### src/rtl/sdram_ctrl_pkg.sv
package sdram_ctrl_pkg;

    // {cs_n, ras_n, cas_n, we_n}
    typedef enum logic [3:0] {
        CMD_MODE = 4'b0000,
        CMD_PRE  = 4'b0010,
        CMD_ACT  = 4'b0011,
        CMD_WR   = 4'b0100,
        CMD_RD   = 4'b0101,
        CMD_TERM = 4'b0110,
        CMD_NOP  = 4'b0111
    } cmd_t;

    typedef enum logic [3:0] {
        ST_INIT, ST_PRE_ALL, ST_PRE_WAIT, ST_MODE, ST_MODE_WAIT, ST_IDLE,
        ST_ACT, ST_ACT_WAIT, ST_WRITE, ST_WR_BURST, ST_READ, ST_RD_BURST,
        ST_CLOSE, ST_CLOSE_WAIT, ST_RECOVER
    } state_t;

    localparam logic [2:0] LEN_FULL = 3'd7;

endpackage

### src/rtl/sdram_addr_split.sv
module sdram_addr_split #(
    parameter int BANK_W = 1,
    parameter int ROW_W  = 12,
    parameter int COL_W  = 9,
    localparam int ADDR_W = BANK_W + ROW_W + COL_W
) (
    input  logic [ADDR_W-1:0] addr,
    output logic [BANK_W-1:0] bank,
    output logic [ROW_W-1:0]  row,
    output logic [COL_W-1:0]  col
);
    assign col  = addr[COL_W-1:0];
    assign row  = addr[COL_W +: ROW_W];
    assign bank = addr[ADDR_W-1 -: BANK_W];
endmodule

### src/rtl/sdram_burst_col.sv
module sdram_burst_col #(
    parameter int COL_W = 9
) (
    input  logic [COL_W-1:0] start_col,
    input  logic [2:0]       len_code,
    input  logic [COL_W-1:0] beat_idx,
    output logic [COL_W-1:0] col
);
    logic [COL_W-1:0] wrap_mask;
    logic [COL_W-1:0] sum;

    always_comb begin
        case (len_code)
            3'd0:    wrap_mask = '0;
            3'd1:    wrap_mask = COL_W'(1);
            3'd2:    wrap_mask = COL_W'(3);
            3'd3:    wrap_mask = COL_W'(7);
            default: wrap_mask = '1;
        endcase
    end

    assign sum = start_col + beat_idx;
    assign col = (start_col & ~wrap_mask) | (sum & wrap_mask);
endmodule

### src/rtl/sdram_wait_timer.sv
module sdram_wait_timer #(
    parameter int TW      = 5,
    parameter int RST_VAL = 0
) (
    input  logic          clk,
    input  logic          rst_n,
    input  logic          load,
    input  logic [TW-1:0] load_val,
    output logic          done
);
    logic [TW-1:0] cnt;

    always_ff @(posedge clk or negedge rst_n) begin
        if (!rst_n)           cnt <= TW'(RST_VAL);
        else if (load)        cnt <= load_val;
        else if (cnt != '0)   cnt <= cnt - 1'b1;
    end

    assign done = (cnt == '0);
endmodule

### src/rtl/sdram_burst_ctrl.sv
module sdram_burst_ctrl
    import sdram_ctrl_pkg::*;
#(
    parameter int DATA_W   = 16,
    parameter int BANK_W   = 1,
    parameter int ROW_W    = 12,
    parameter int COL_W    = 9,
    parameter int CAS_LAT  = 2,
    parameter int T_RCD    = 2,
    parameter int T_RP     = 2,
    parameter int T_MRD    = 2,
    parameter int T_WR     = 2,
    parameter int INIT_CYC = 16,
    parameter logic [2:0] DEF_LEN = 3'd3,
    localparam int ADDR_W  = BANK_W + ROW_W + COL_W
) (
    input  logic              clk,
    input  logic              rst_n,
    input  logic              req_valid,
    output logic              req_ready,
    input  logic              req_write,
    input  logic [ADDR_W-1:0] req_addr,
    input  logic [2:0]        req_len,
    input  logic [COL_W:0]    req_words,
    output logic              wr_ready,
    input  logic [DATA_W-1:0] wr_data,
    output logic              rd_valid,
    output logic [DATA_W-1:0] rd_data,
    output logic [COL_W-1:0]  xfer_col,
    output logic              sd_cs_n,
    output logic              sd_ras_n,
    output logic              sd_cas_n,
    output logic              sd_we_n,
    output logic [BANK_W-1:0] sd_ba,
    output logic [ROW_W-1:0]  sd_addr,
    output logic [DATA_W-1:0] sd_dq_out,
    output logic              sd_dq_oe,
    input  logic [DATA_W-1:0] sd_dq_in
);
    localparam int NW = COL_W + 1;
    localparam int BW = COL_W + 2;
    localparam int TW = $clog2(INIT_CYC + T_WR + T_RP + T_MRD + T_RCD + 2);
    localparam logic [BW-1:0] CL_B = BW'(CAS_LAT);

    function automatic logic [NW-1:0] words_of(input logic [2:0] len,
                                               input logic [NW-1:0] cnt);
        case (len)
            3'd0:    return NW'(1);
            3'd1:    return NW'(2);
            3'd2:    return NW'(4);
            3'd3:    return NW'(8);
            default: return cnt;
        endcase
    endfunction

    state_t st, st_nx;
    cmd_t   cmd;

    logic              l_write, pend;
    logic [BANK_W-1:0] l_bank;
    logic [ROW_W-1:0]  l_row;
    logic [COL_W-1:0]  l_col;
    logic [2:0]        l_len, cur_len;
    logic [NW-1:0]     l_n;
    logic [BW-1:0]     beat, l_n_b, rd_k;
    logic [COL_W-1:0]  beat_k;
    logic              full;

    logic [BANK_W-1:0] a_bank;
    logic [ROW_W-1:0]  a_row;
    logic [COL_W-1:0]  a_col;

    logic              tmr_load, tmr_done;
    logic [TW-1:0]     tmr_val;

    sdram_addr_split #(.BANK_W(BANK_W), .ROW_W(ROW_W), .COL_W(COL_W)) u_split (
        .addr(req_addr), .bank(a_bank), .row(a_row), .col(a_col)
    );

    sdram_wait_timer #(.TW(TW), .RST_VAL(INIT_CYC - 1)) u_timer (
        .clk(clk), .rst_n(rst_n), .load(tmr_load), .load_val(tmr_val), .done(tmr_done)
    );

    sdram_burst_col #(.COL_W(COL_W)) u_col (
        .start_col(l_col), .len_code(l_len), .beat_idx(beat_k), .col(xfer_col)
    );

    assign full  = (l_len == LEN_FULL);
    assign l_n_b = BW'(l_n);
    assign rd_k  = beat - CL_B;

    // State register
    always_ff @(posedge clk or negedge rst_n) begin
        if (!rst_n) st <= ST_INIT;
        else        st <= st_nx;
    end

    // Next state and wait-timer loads
    always_comb begin
        st_nx    = st;
        tmr_load = 1'b0;
        tmr_val  = '0;
        unique case (st)
            ST_INIT:       if (tmr_done) st_nx = ST_PRE_ALL;
            ST_PRE_ALL: begin
                st_nx = ST_PRE_WAIT; tmr_load = 1'b1; tmr_val = TW'(T_RP - 2);
            end
            ST_PRE_WAIT:   if (tmr_done) st_nx = ST_MODE;
            ST_MODE: begin
                st_nx = ST_MODE_WAIT; tmr_load = 1'b1; tmr_val = TW'(T_MRD - 2);
            end
            ST_MODE_WAIT:  if (tmr_done) st_nx = pend ? ST_ACT : ST_IDLE;
            ST_IDLE:
                if (req_valid) st_nx = (req_len != cur_len) ? ST_MODE : ST_ACT;
            ST_ACT: begin
                st_nx = ST_ACT_WAIT; tmr_load = 1'b1; tmr_val = TW'(T_RCD - 2);
            end
            ST_ACT_WAIT:   if (tmr_done) st_nx = l_write ? ST_WRITE : ST_READ;
            ST_WRITE:
                if (!full && l_n == NW'(1)) begin
                    st_nx = ST_RECOVER; tmr_load = 1'b1; tmr_val = TW'(T_WR + T_RP - 2);
                end else begin
                    st_nx = ST_WR_BURST;
                end
            ST_WR_BURST:
                if (full) begin
                    if (beat == l_n_b) st_nx = ST_CLOSE;
                end else if (beat == l_n_b - 1'b1) begin
                    st_nx = ST_RECOVER; tmr_load = 1'b1; tmr_val = TW'(T_WR + T_RP - 2);
                end
            ST_READ:       st_nx = ST_RD_BURST;
            ST_RD_BURST:   if (beat == CL_B + l_n_b - 1'b1) st_nx = ST_CLOSE;
            ST_CLOSE: begin
                st_nx = ST_CLOSE_WAIT; tmr_load = 1'b1; tmr_val = TW'(T_RP - 2);
            end
            ST_CLOSE_WAIT: if (tmr_done) st_nx = ST_IDLE;
            ST_RECOVER:    if (tmr_done) st_nx = ST_IDLE;
            default:       st_nx = ST_IDLE;
        endcase
    end

    // Request latch, mode shadow and beat counter
    always_ff @(posedge clk or negedge rst_n) begin
        if (!rst_n) begin
            l_write <= 1'b0; pend <= 1'b0;
            l_bank  <= '0;   l_row <= '0; l_col <= '0;
            l_len   <= DEF_LEN; cur_len <= 3'd0;
            l_n     <= '0;   beat <= '0;
        end else begin
            if (st == ST_IDLE && req_valid) begin
                l_write <= req_write;
                l_bank  <= a_bank;
                l_row   <= a_row;
                l_col   <= a_col;
                l_len   <= req_len;
                l_n     <= words_of(req_len, req_words);
                pend    <= 1'b1;
            end else if (st == ST_ACT) begin
                pend    <= 1'b0;
            end
            if (st == ST_MODE) cur_len <= l_len;
            if (st == ST_WRITE || st == ST_READ)           beat <= BW'(1);
            else if (st == ST_WR_BURST || st == ST_RD_BURST) beat <= beat + 1'b1;
            else                                             beat <= '0;
        end
    end

    // Outputs
    always_comb begin
        cmd       = CMD_NOP;
        sd_ba     = '0;
        sd_addr   = '0;
        wr_ready  = 1'b0;
        rd_valid  = 1'b0;
        beat_k    = '0;
        unique case (st)
            ST_PRE_ALL: begin
                cmd = CMD_PRE; sd_addr[10] = 1'b1;
            end
            ST_MODE: begin
                cmd = CMD_MODE;
                sd_addr[2:0] = l_len;
                sd_addr[6:4] = 3'(CAS_LAT);
            end
            ST_ACT: begin
                cmd = CMD_ACT; sd_ba = l_bank; sd_addr = l_row;
            end
            ST_WRITE: begin
                cmd = CMD_WR; sd_ba = l_bank;
                sd_addr[COL_W-1:0] = l_col;
                sd_addr[10] = !full;
                wr_ready = 1'b1;
            end
            ST_WR_BURST: begin
                if (full && beat == l_n_b) cmd = CMD_TERM;
                else begin
                    wr_ready = 1'b1;
                    beat_k   = beat[COL_W-1:0];
                end
            end
            ST_READ: begin
                cmd = CMD_RD; sd_ba = l_bank;
                sd_addr[COL_W-1:0] = l_col;
            end
            ST_RD_BURST: begin
                if (full && beat == l_n_b) cmd = CMD_TERM;
                if (beat >= CL_B && beat < CL_B + l_n_b) begin
                    rd_valid = 1'b1;
                    beat_k   = rd_k[COL_W-1:0];
                end
            end
            ST_CLOSE: begin
                cmd = CMD_PRE; sd_ba = l_bank;
            end
            default: cmd = CMD_NOP;
        endcase
    end

    assign {sd_cs_n, sd_ras_n, sd_cas_n, sd_we_n} = cmd;
    assign req_ready = (st == ST_IDLE);
    assign sd_dq_oe  = wr_ready;
    assign sd_dq_out = wr_data;
    assign rd_data   = sd_dq_in;

    // ------------------------------------------------------------------
    // Assertions
    // ------------------------------------------------------------------
    logic [3:0]    since_act;
    logic [BW:0]   since_rd;
    logic          ap_open;
    logic [3:0]    pin_cmd;
    logic [COL_W-1:0] blk_mask;

    assign pin_cmd  = {sd_cs_n, sd_ras_n, sd_cas_n, sd_we_n};
    assign blk_mask = (l_len == 3'd1) ? COL_W'(1) :
                      (l_len == 3'd2) ? COL_W'(3) :
                      (l_len == 3'd3) ? COL_W'(7) : '0;

    always_ff @(posedge clk or negedge rst_n) begin
        if (!rst_n) begin
            since_act <= '0; since_rd <= '0; ap_open <= 1'b0;
        end else begin
            if (pin_cmd == CMD_ACT)   since_act <= 4'd1;
            else if (since_act != 4'hF) since_act <= since_act + 1'b1;
            if (pin_cmd == CMD_RD)    since_rd <= (BW+1)'(1);
            else if (since_rd != '1)  since_rd <= since_rd + 1'b1;
            if (pin_cmd == CMD_WR && sd_addr[10]) ap_open <= 1'b1;
            else if (req_ready)                   ap_open <= 1'b0;
        end
    end

    p_col_after_act_r4: assert property (@(posedge clk) disable iff (!rst_n)
        (pin_cmd == CMD_RD || pin_cmd == CMD_WR) |-> since_act == 4'(T_RCD))
        else $error("column command not T_RCD after ACTIVE");

    p_rd_window_r8: assert property (@(posedge clk) disable iff (!rst_n)
        rd_valid |-> (since_rd >= (BW+1)'(CAS_LAT) &&
                      since_rd <  (BW+1)'(CAS_LAT) + (BW+1)'(l_n)))
        else $error("read word outside latency window");

    p_wr_starts_on_cmd_r6: assert property (@(posedge clk) disable iff (!rst_n)
        $rose(wr_ready) |-> pin_cmd == CMD_WR)
        else $error("write burst started without WRITE");

    p_idle_quiet_r12: assert property (@(posedge clk) disable iff (!rst_n)
        req_ready |-> (pin_cmd == CMD_NOP && !sd_dq_oe && !rd_valid))
        else $error("bus activity while idle");

    p_no_pre_after_ap_r7: assert property (@(posedge clk) disable iff (!rst_n)
        pin_cmd == CMD_PRE |-> !ap_open)
        else $error("PRECHARGE after auto-precharge write");

    p_term_full_only_r9: assert property (@(posedge clk) disable iff (!rst_n)
        pin_cmd == CMD_TERM |-> l_len == LEN_FULL)
        else $error("terminate in fixed-length burst");

    p_len_legal_r5: assert property (@(posedge clk) disable iff (!rst_n)
        (req_valid && req_ready) |-> (req_len <= 3'd3 ||
            (req_len == LEN_FULL && req_words != '0 &&
             req_words <= NW'(1 << COL_W))))
        else $error("illegal burst length request");

    p_mode_before_act_r5: assert property (@(posedge clk) disable iff (!rst_n)
        pin_cmd == CMD_ACT |-> cur_len == l_len)
        else $error("ACTIVE with stale mode register");

    p_col_in_block_r11: assert property (@(posedge clk) disable iff (!rst_n)
        ((wr_ready || rd_valid) && !full) |->
            ((xfer_col ^ l_col) & ~blk_mask) == '0)
        else $error("word column left its burst block");

endmodule

### config.mk
export PLATFORM = sky130hd
export DESIGN_NAME = sdram_burst_ctrl
export DESIGN_NICKNAME = d
export VERILOG_FILES = /design/src/rtl/sdram_ctrl_pkg.sv /design/src/rtl/sdram_addr_split.sv /design/src/rtl/sdram_burst_col.sv /design/src/rtl/sdram_wait_timer.sv /design/src/rtl/sdram_burst_ctrl.sv
export SDC_FILE = /design/constraint.sdc
export NUM_CORES = 1
export LEC_CHECK = 0
export ABC_AREA = 1
export ABC_CLOCK_PERIOD_IN_PS = 4300
export BUFFER_PORTS_ARGS = -buffer_cell sky130_fd_sc_hd__buf_2
export CORE_MARGIN = 2
export CORE_UTILIZATION = 45
export CTS_BUF_LIST = sky130_fd_sc_hd__clkbuf_4 sky130_fd_sc_hd__clkbuf_8 sky130_fd_sc_hd__clkbuf_16
export DETAILED_ROUTE_END_ITERATION = 7
export GPL_ROUTABILITY_DRIVEN = 0
export GPL_TIMING_DRIVEN = 0
export PLACE_DENSITY = 0.7
export SYNTH_ARGS = -nofsm -noshare
export SYNTH_HDL_FRONTEND = slang
export SYNTH_SLANG_ARGS = --single-unit
### constraint.sdc
create_clock -name clk -period 4.3 [get_ports clk]
set_input_delay 0.43 -clock clk [delete_from_list [all_inputs] [get_ports clk]]
set_output_delay 0.43 -clock clk [all_outputs]
set_load 0.05 [all_outputs]
==> impl_metrics.tcl, run 1 <==
set metrics [dict create \
    status "complete, but fails checks" \
    violations "negative setup slack" \
    finish.utilization_pct 57.9 \
    cts_sinks 60 \
    clkPwrFrac_pct 10.9 \
    worst_ep_required_time_ps 3870 \
    critPathMostFrequentCell "nand2_1" \
    wirelength_um 14300 \
    ioPinCount 133 \
    finalSetupTns_ps -470 \
    io_buffers 99 \
    dieWidth_um 109 \
    relSlewSlack_pct 48.1 \
    syn_nets 809 \
    holdWs_ps 157 \
    ys.flop_type "dfrtp_1" \
    syn_inst 712 \
    p_per_area_nw_per_um2 684 \
    vias 5170 \
    power.leakage_uw 0.00319 \
    synth_simple_gate_area_share_pct 30.4 \
    grt_max_degree 61 \
    finalClockSkew_ps 7.67 \
    cts_tree "built" \
    antenna_left 0 \
    critPathKind "reg -> out" \
    cap_viol_max_count 0 \
    tightest_slew_ps 779 \
    worst_slack_ps -229 \
    synth_top_family_by_area "simple AND/OR/NAND/NOR gates" \
    dr.pass1.iters 6 \
    drv_slew 0 \
    cts_max_level 3 \
    track_usage_pct 24.8 \
    path_clk_slew_ps 70 \
    cts_root_buf "clkbuf_8" \
    fmax_mhz 221 \
    seq_area_frac_synth_pct 30.3 \
    swShare_pct 53.6 \
    cp_top_family "simple AND/OR/NAND/NOR gates" \
    final-hold-violation-count 0 \
    synth_cell_types 46 \
    rrSetupSlack_ps 1680 \
    cp_slowest_cell "dfrtp_2" \
    ys_warn_count 0 \
    synth_edf_count 0 \
    comb_power_share_pct 65.0 \
    cp-start-kind "flip-flop" \
    grt_pass1_vias 4935 \
    worstPathMaxFanout 6 \
    dpl.hpwl_um 11000 \
    synthXorXnorAreaFrac_pct 6.69 \
    clk_latency_ps 340 \
    antenna_found_initial 0 \
    critical_path_buf_inv_count 4 \
    initial_utilization_pct 46.1 \
    synthArstFlopShare_pct 100 \
    rows 38 \
    fin_crit_sh_pct 105 \
    p_sw_uw 2290 \
    viasPerCell 5.26 \
    p_int_uw 1980 \
    max_stage_delay_ps 430 \
    syn_area_per_cell_um2 6.99 \
    insertedDiodeCount 0 \
    rsz0062_at_grt "yes" \
    avgRoutedWirePerCell_um 14.5 \
    die-area_um2 11900 \
    drt_drc_violations_left 0 \
    nets 935 \
    synthAdderAreaFrac_pct 6.69 \
    pwr-share-seq_pct 24.1 \
    ir_worst_vdd_mv 0.652 \
    cts_buffers 9 \
    synth.area.mux_share_pct 0 \
    ys_ff_latch 60 \
    clock_path_buffers 2 \
    core_area_um2 10800 \
    drtIter0Drc 247 \
    finalCriticalPeriod_ps 4530 \
    endpoint_kind "output port" \
    hold_path.class "in -> async" \
    grt_overflow 0 \
    place_ws_ps -652 \
    cp_data_arrival_time_ps 4100 \
    drive_gt1_share_pct 29.7 \
    syn_area_um2 4970 \
    finalPower_uw 4270 \
    syn_to_final_growth_pct 25.6 \
    setup_viol 3 \
    grt_pass1_wl_um 23100 \
    fp.dieH_um 109 \
    synth_compound_area_share_pct 11.9 \
]
[synth_stat cells (all sizes together), types with 6 or more instances]
cell / instances / area, um^2
a21oi: 21 / 105
buf: 46 / 327
clkbuf: 7 / 26.3
dfrtp: 54 / 1350
dfstp: 6 / 158
ha: 25 / 313
inv: 89 / 334
nand2: 197 / 759
nand3: 45 / 225
nand4: 13 / 81.3
nor2: 69 / 282
nor3: 19 / 115
o211ai: 7 / 52.6
o21ai: 36 / 184
o22ai: 11 / 75.1
xnor2: 18 / 158
xor2: 20 / 175
[power groups by stage]
stage | registers, uW | logic (uW) | clock network, uW
2_1_floorplan | 961 | 1950 | 0
3_3_place_gp | 1010 | 2420 | 0
3_5_place_dp | 1020 | 2480 | 0
4_1_cts | 1020 | 2680 | 478
5_1_grt | 1050 | 3030 | 507
6_report | 1030 | 2780 | 466
[state kept, by name, indices dropped and copies added, names as in the netlist, 3 cells and up]
register     count
beat            11
l_len            3
l_n             10
l_col            9
l_row           12
cur_len          3
st               4
u_timer.cnt      5
[area by class of cell]
type	instances	area, um^2
clock buffers	14	168
repair buffers	115	646
flip-flops and latches	60	1510
fillers	1017	4550
plain buffers	53	353
multi-input cells	509	3040
clock inverters	2	12.5
inverters	90	345
well taps	140	175
[timing repair]
action                                  in CTS  in global routing
pin swaps                                   21                 30
buffers inserted                            14                  2
hold buffers                                 0                  0
endpoints found under the setup margin       8                  6
gates cloned                                 0                  0
resized for setup                           43                 22
[placed cells by master (no fill, tap or decap), types with 3 or more instances in the layout]
cell type / n
nand3_2: 4
a211oi_1: 3
xor2_1: 18
buf_2: 102
nand3_1: 41
nor3_1: 15
nand2_2: 15
buf_6: 5
o2111ai_1: 3
nor2_4: 3
nor2_1: 65
nand4_1: 13
a21oi_1: 15
o21ai_2: 5
a21oi_2: 4
inv_4: 3
clkbuf_4: 5
xnor2_1: 18
nor3_2: 3
o211ai_1: 7
o21ai_0: 30
ha_1: 18
dfstp_2: 6
ha_4: 7
clkbuf_1: 7
nand2_1: 180
inv_2: 6
inv_1: 80
o22ai_1: 7
dfrtp_1: 52
buf_4: 53
clkbuf_8: 10
[path summary, 6_finish.rpt]
kind / start / endpoint / cells past startpoint
setup / recovery: l_n[1]$_DFFE_PN0P_ / xfer_col[8] / 31
hold / removal: rst_n / cur_len[0]$_DFFE_PN0P_ / 1
setup reg to reg: l_n[1]$_DFFE_PN0P_ / st[0]$_DFFE_PN0P_ / 14
hold reg to reg: l_bank$_DFFE_PN0P_ / l_bank$_DFFE_PN0P_ / 2
max in group asynchronous: rst_n / l_n[2]$_DFFE_PN0P_ / 1
min in group clk: req_addr[17] / l_row[8]$_DFFE_PN0P_ / 3
[through the flow]
step | instances | cell area, um^2
finish | 983 | 6250
global route | 983 | 6250
CTS | 981 | 6120
detailed placement | 951 | 5650
global placement | 951 | 5650
floorplan | 712 | 4980
[routing by layer]
layer  up-vias  global-route usage, %  wire length [um]
li1       2529                      -                 -
met1      2391                   29.9              6030
met2       221                   43.8              6950
met3        29                   3.83               885
met4         0                   10.3               398
met5         -                      0                 0
[worst reg2reg max path, stage by stage (launching register included)]
cell and delay [ps]:
dfrtp_2 430, inv_4 50, buf_4 160, ha_1 290
xnor2_1 210, nand2_1 80, o21bai_1 180, a211oi_1 290
nand3_1 150, nor2_1 140, nand3b_1 140, nand2_2 170
nand2_2 110, nand2_1 80, nand2_1 40
[logic make-up (layout without fill, tap and decap cells)]
| kind of cell | count (synthesis) | after routing |
|---|---|---|
| other | 1 | 1 |
| flip-flops | 60 | 60 |
| adder cells (fa/ha/maj) | 26 | 26 |
| AND/OR/NAND/NOR | 349 | 349 |
| XOR/XNOR | 38 | 38 |
| AO/OA/AOI/OAI | 95 | 95 |
| buffers and inverters | 143 | 274 |
No activity file was read; power rests on OpenSTA's default activity.
==> run 2, diff against run 1 <==
Settings changed: ABC_AREA 1 to unset, CORE_UTILIZATION 45 to 54, PLACE_DENSITY 0.7 to 0.81.
==> run 2 against run 1 <==
The run still ends with negative setup slack left. Via count up 2.0%. Clock power barely moved. Synthesized cell count is 15% lower. Worst setup slack worse by 920 ps. Register-to-register slack worse by 830 ps. Critical path type unchanged.
==> impl_metrics.tcl, run 2 <==
set metrics [dict create \
    clock_path_buffers 2 \
    cts_sinks 60 \
    clk_latency_ps 360 \
    ys_warn_count 0 \
    critPathCapture "xfer_col[8]" \
    worstPathMaxFanout 4 \
    dieWidth_um 102 \
    rows 35 \
    critical_path_buf_inv_count 5 \
    final-hold-violation-count 0 \
    rrSetupSlack_ps 850 \
    cts_buffers 9 \
    core_area_um2 9240 \
    viasPerCell 5.97 \
    critPathMostFrequentCell "o21ai_2" \
    seq_area_frac_synth_pct 29.3 \
    synth_top_cells_by_count "55 x nand2_1, 54 x dfrtp_1, 50 x nor2_1" \
    antenna_found_initial 0 \
    netlist.area_leader.share_pct 26.2 \
    drive_gt1_share_pct 40.3 \
    nets 846 \
    grt_max_degree 61 \
    synth.most_common_cell "nand2_1" \
    grt_overflow 0 \
    hold_path.class "in -> async" \
    tightest_slew_ps 1140 \
    fp.dieH_um 102 \
    antenna_left 0 \
    cp_slowest_cell "dfrtp_2" \
    dpl.hpwl_um 10400 \
    syn_area_um2 5150 \
    die-area_um2 10300 \
    largest_register_ffs 12 \
    status "complete, but fails checks" \
    finalPower_uw 4520 \
    cts_root_buf "clkbuf_8" \
    initial_utilization_pct 55.8 \
    critical_path_cell_count 24 \
    setup_viol 7 \
    ys.flop_type "dfrtp_1" \
    placed_area_um2 5930 \
    drtIter0Drc 497 \
    rsz0062_at_grt "yes" \
    fmax_mhz 184 \
    finalClockSkew_ps 15.3 \
    wirelength_um 15700 \
    io_buffers 98 \
    syn_to_final_growth_pct 30.0 \
    final_common_cell "buf_2" \
    worst_r2r_endpoint "st[3]$_DFFE_PN0P_" \
    finalCriticalPeriod_ps 5450 \
    synth_cell_types 72 \
    synth_area_leader_cell "dfrtp_1" \
    ff2ff_path_depth 9 \
    path_cells "ha_4 -> and4_4 -> buf_12 -> nand2_8 -> buf_4 -> buf_4 -> nor2_1 -> o21ai_0 -> o21ai_2 -> a2111oi_4 -> nor2_4 -> a211oi_2 -> ha_2 -> inv_2 -> fa_2 -> nor2b_2 -> o21ai_2 -> a21boi_4 -> o21ai_2 -> a21o_1 -> nand2_2 -> mux4_2 -> or4_4 -> buf_8" \
    ys_ff_latch 60 \
    endpoint_kind "output port" \
    synthTopCellsByArea "dfrtp_1 26%, mux2_2 7.9%, ha_1 6.1%" \
    cp-start-kind "flip-flop" \
    cts_tree "built" \
    finish.utilization_pct 72.5 \
    drv_slew 0 \
    grt_pass1_vias 4929 \
    ioPinCount 133 \
    syn_nets 702 \
    vias 5274 \
    cts_max_level 3 \
    drt_drc_violations_left 0 \
    fin_crit_sh_pct 127 \
    regMostFlops "l_row" \
    synthArstFlopShare_pct 100 \
    power.leakage_uw 0.00306 \
    max_stage_delay_ps 450 \
    insertedDiodeCount 0 \
    finish.instance_area_um2 6700 \
    path_clk_slew_ps 80 \
    violations "negative setup slack" \
    track_usage_pct 29.6 \
    place_ws_ps -1170 \
    worst_slack_ps -1150 \
    crit_start "l_n[2]$_DFFE_PN0P_" \
    r2r-start "l_n[4]$_DFFE_PN0P_" \
    syn_area_per_cell_um2 8.52 \
    cp_top_family "compound AO/OA/AOI/OAI gates" \
    grt_pass1_wl_um 24100 \
    avgRoutedWirePerCell_um 17.8 \
    relSlewSlack_pct 23.5 \
    syn_inst 605 \
    critPathKind "reg -> out" \
    layout_common_cells "94 x buf_2, 70 x buf_4, 52 x nand2_1" \
    synth_edf_count 0 \
    dr.pass1.iters 6 \
    cap_viol_max_count 0 \
    worst_ep_required_time_ps 3870 \
    reg_top3 "l_row x12, beat x11, l_n x10" \
    cp_data_arrival_time_ps 5020 \
    holdWs_ps 145 \
    p_per_area_nw_per_um2 674 \
    ir_worst_vdd_mv 0.723 \
]
-- run 2: cells by family after synthesis --
family	after synthesis	share of synthesized area, %
simple gates	196	18.6
compound gates	124	16.2
buf+inv	101	10.3
flops	60	29.3
xor+xnor	54	9.54
mux	42	9.27
fa+ha+maj	27	6.65
other cells	1	0.0728
-- run 2: worst min-delay path by stage --
stage	slack [ps]	endpoint	startpoint
after floorplan	130	beat[0]$_DFF_PN0_	rst_n
final	150	l_row[10]$_DFFE_PN0P_	rst_n
after global placement	480	l_row[9]$_DFFE_PN0P_	l_row[9]$_DFFE_PN0P_
after global routing	230	l_row[10]$_DFFE_PN0P_	rst_n
after CTS	300	l_row[9]$_DFFE_PN0P_	req_addr[18]
after detailed placement	490	l_row[11]$_DFFE_PN0P_	l_row[11]$_DFFE_PN0P_
-- run 2: area by class of cell --
cell class	instances	area, um^2
Multi-Input combinational cell	444	3420
Clock inverter	6	41.3
Timing Repair Buffer	136	876
Fill cell	613	2540
Inverter	35	149
Tap cell	129	161
Clock buffer	10	131
Buffer	63	404
Sequential cell	60	1510
-- run 2: per-layer routing --
| metal | vias to the layer above | routed length [um] | track usage, % |
|---|---|---|---|
| li1 | 2386 | - | - |
| met1 | 2486 | 6280 | 37.8 |
| met2 | 329 | 7430 | 48.6 |
| met3 | 73 | 1290 | 5.11 |
| met4 | 0 | 726 | 14.3 |
| met5 | - | 0 | 0 |
-- run 2: what timing repair did --
action,in CTS,in global routing
buffers inserted,27,11
gates resized for setup,64,14
gates cloned,0,0
endpoints found under the hold margin,0,0
hold buffers,0,0
pin swaps,30,13
endpoints found under the setup margin,9,8
-- run 2: power breakdown --
part           internal (uW)  switching, uW
registers                818            259
clock network            215            254
logic                   1180           1790
-- run 2: metrics by stage --
stage / cells / setup TNS, ps
6_report: 883 / -3950
5_1_grt: 883 / -5100
4_1_cts: 873 / -3170
3_5_place_dp: 832 / -2850
3_3_place_gp: 832 / -2590
2_1_floorplan: 605 / -531
-- run 2: worst register-to-register path: stages (launching register included) --
cell and delay, ps:
dfrtp_1 460, clkbuf_1 250, or3_1 440, nor3b_1 570, nand3_1 180, xnor2_1 160
nor3_1 400, o221ai_1 390, o31ai_1 350, o31ai_1 110
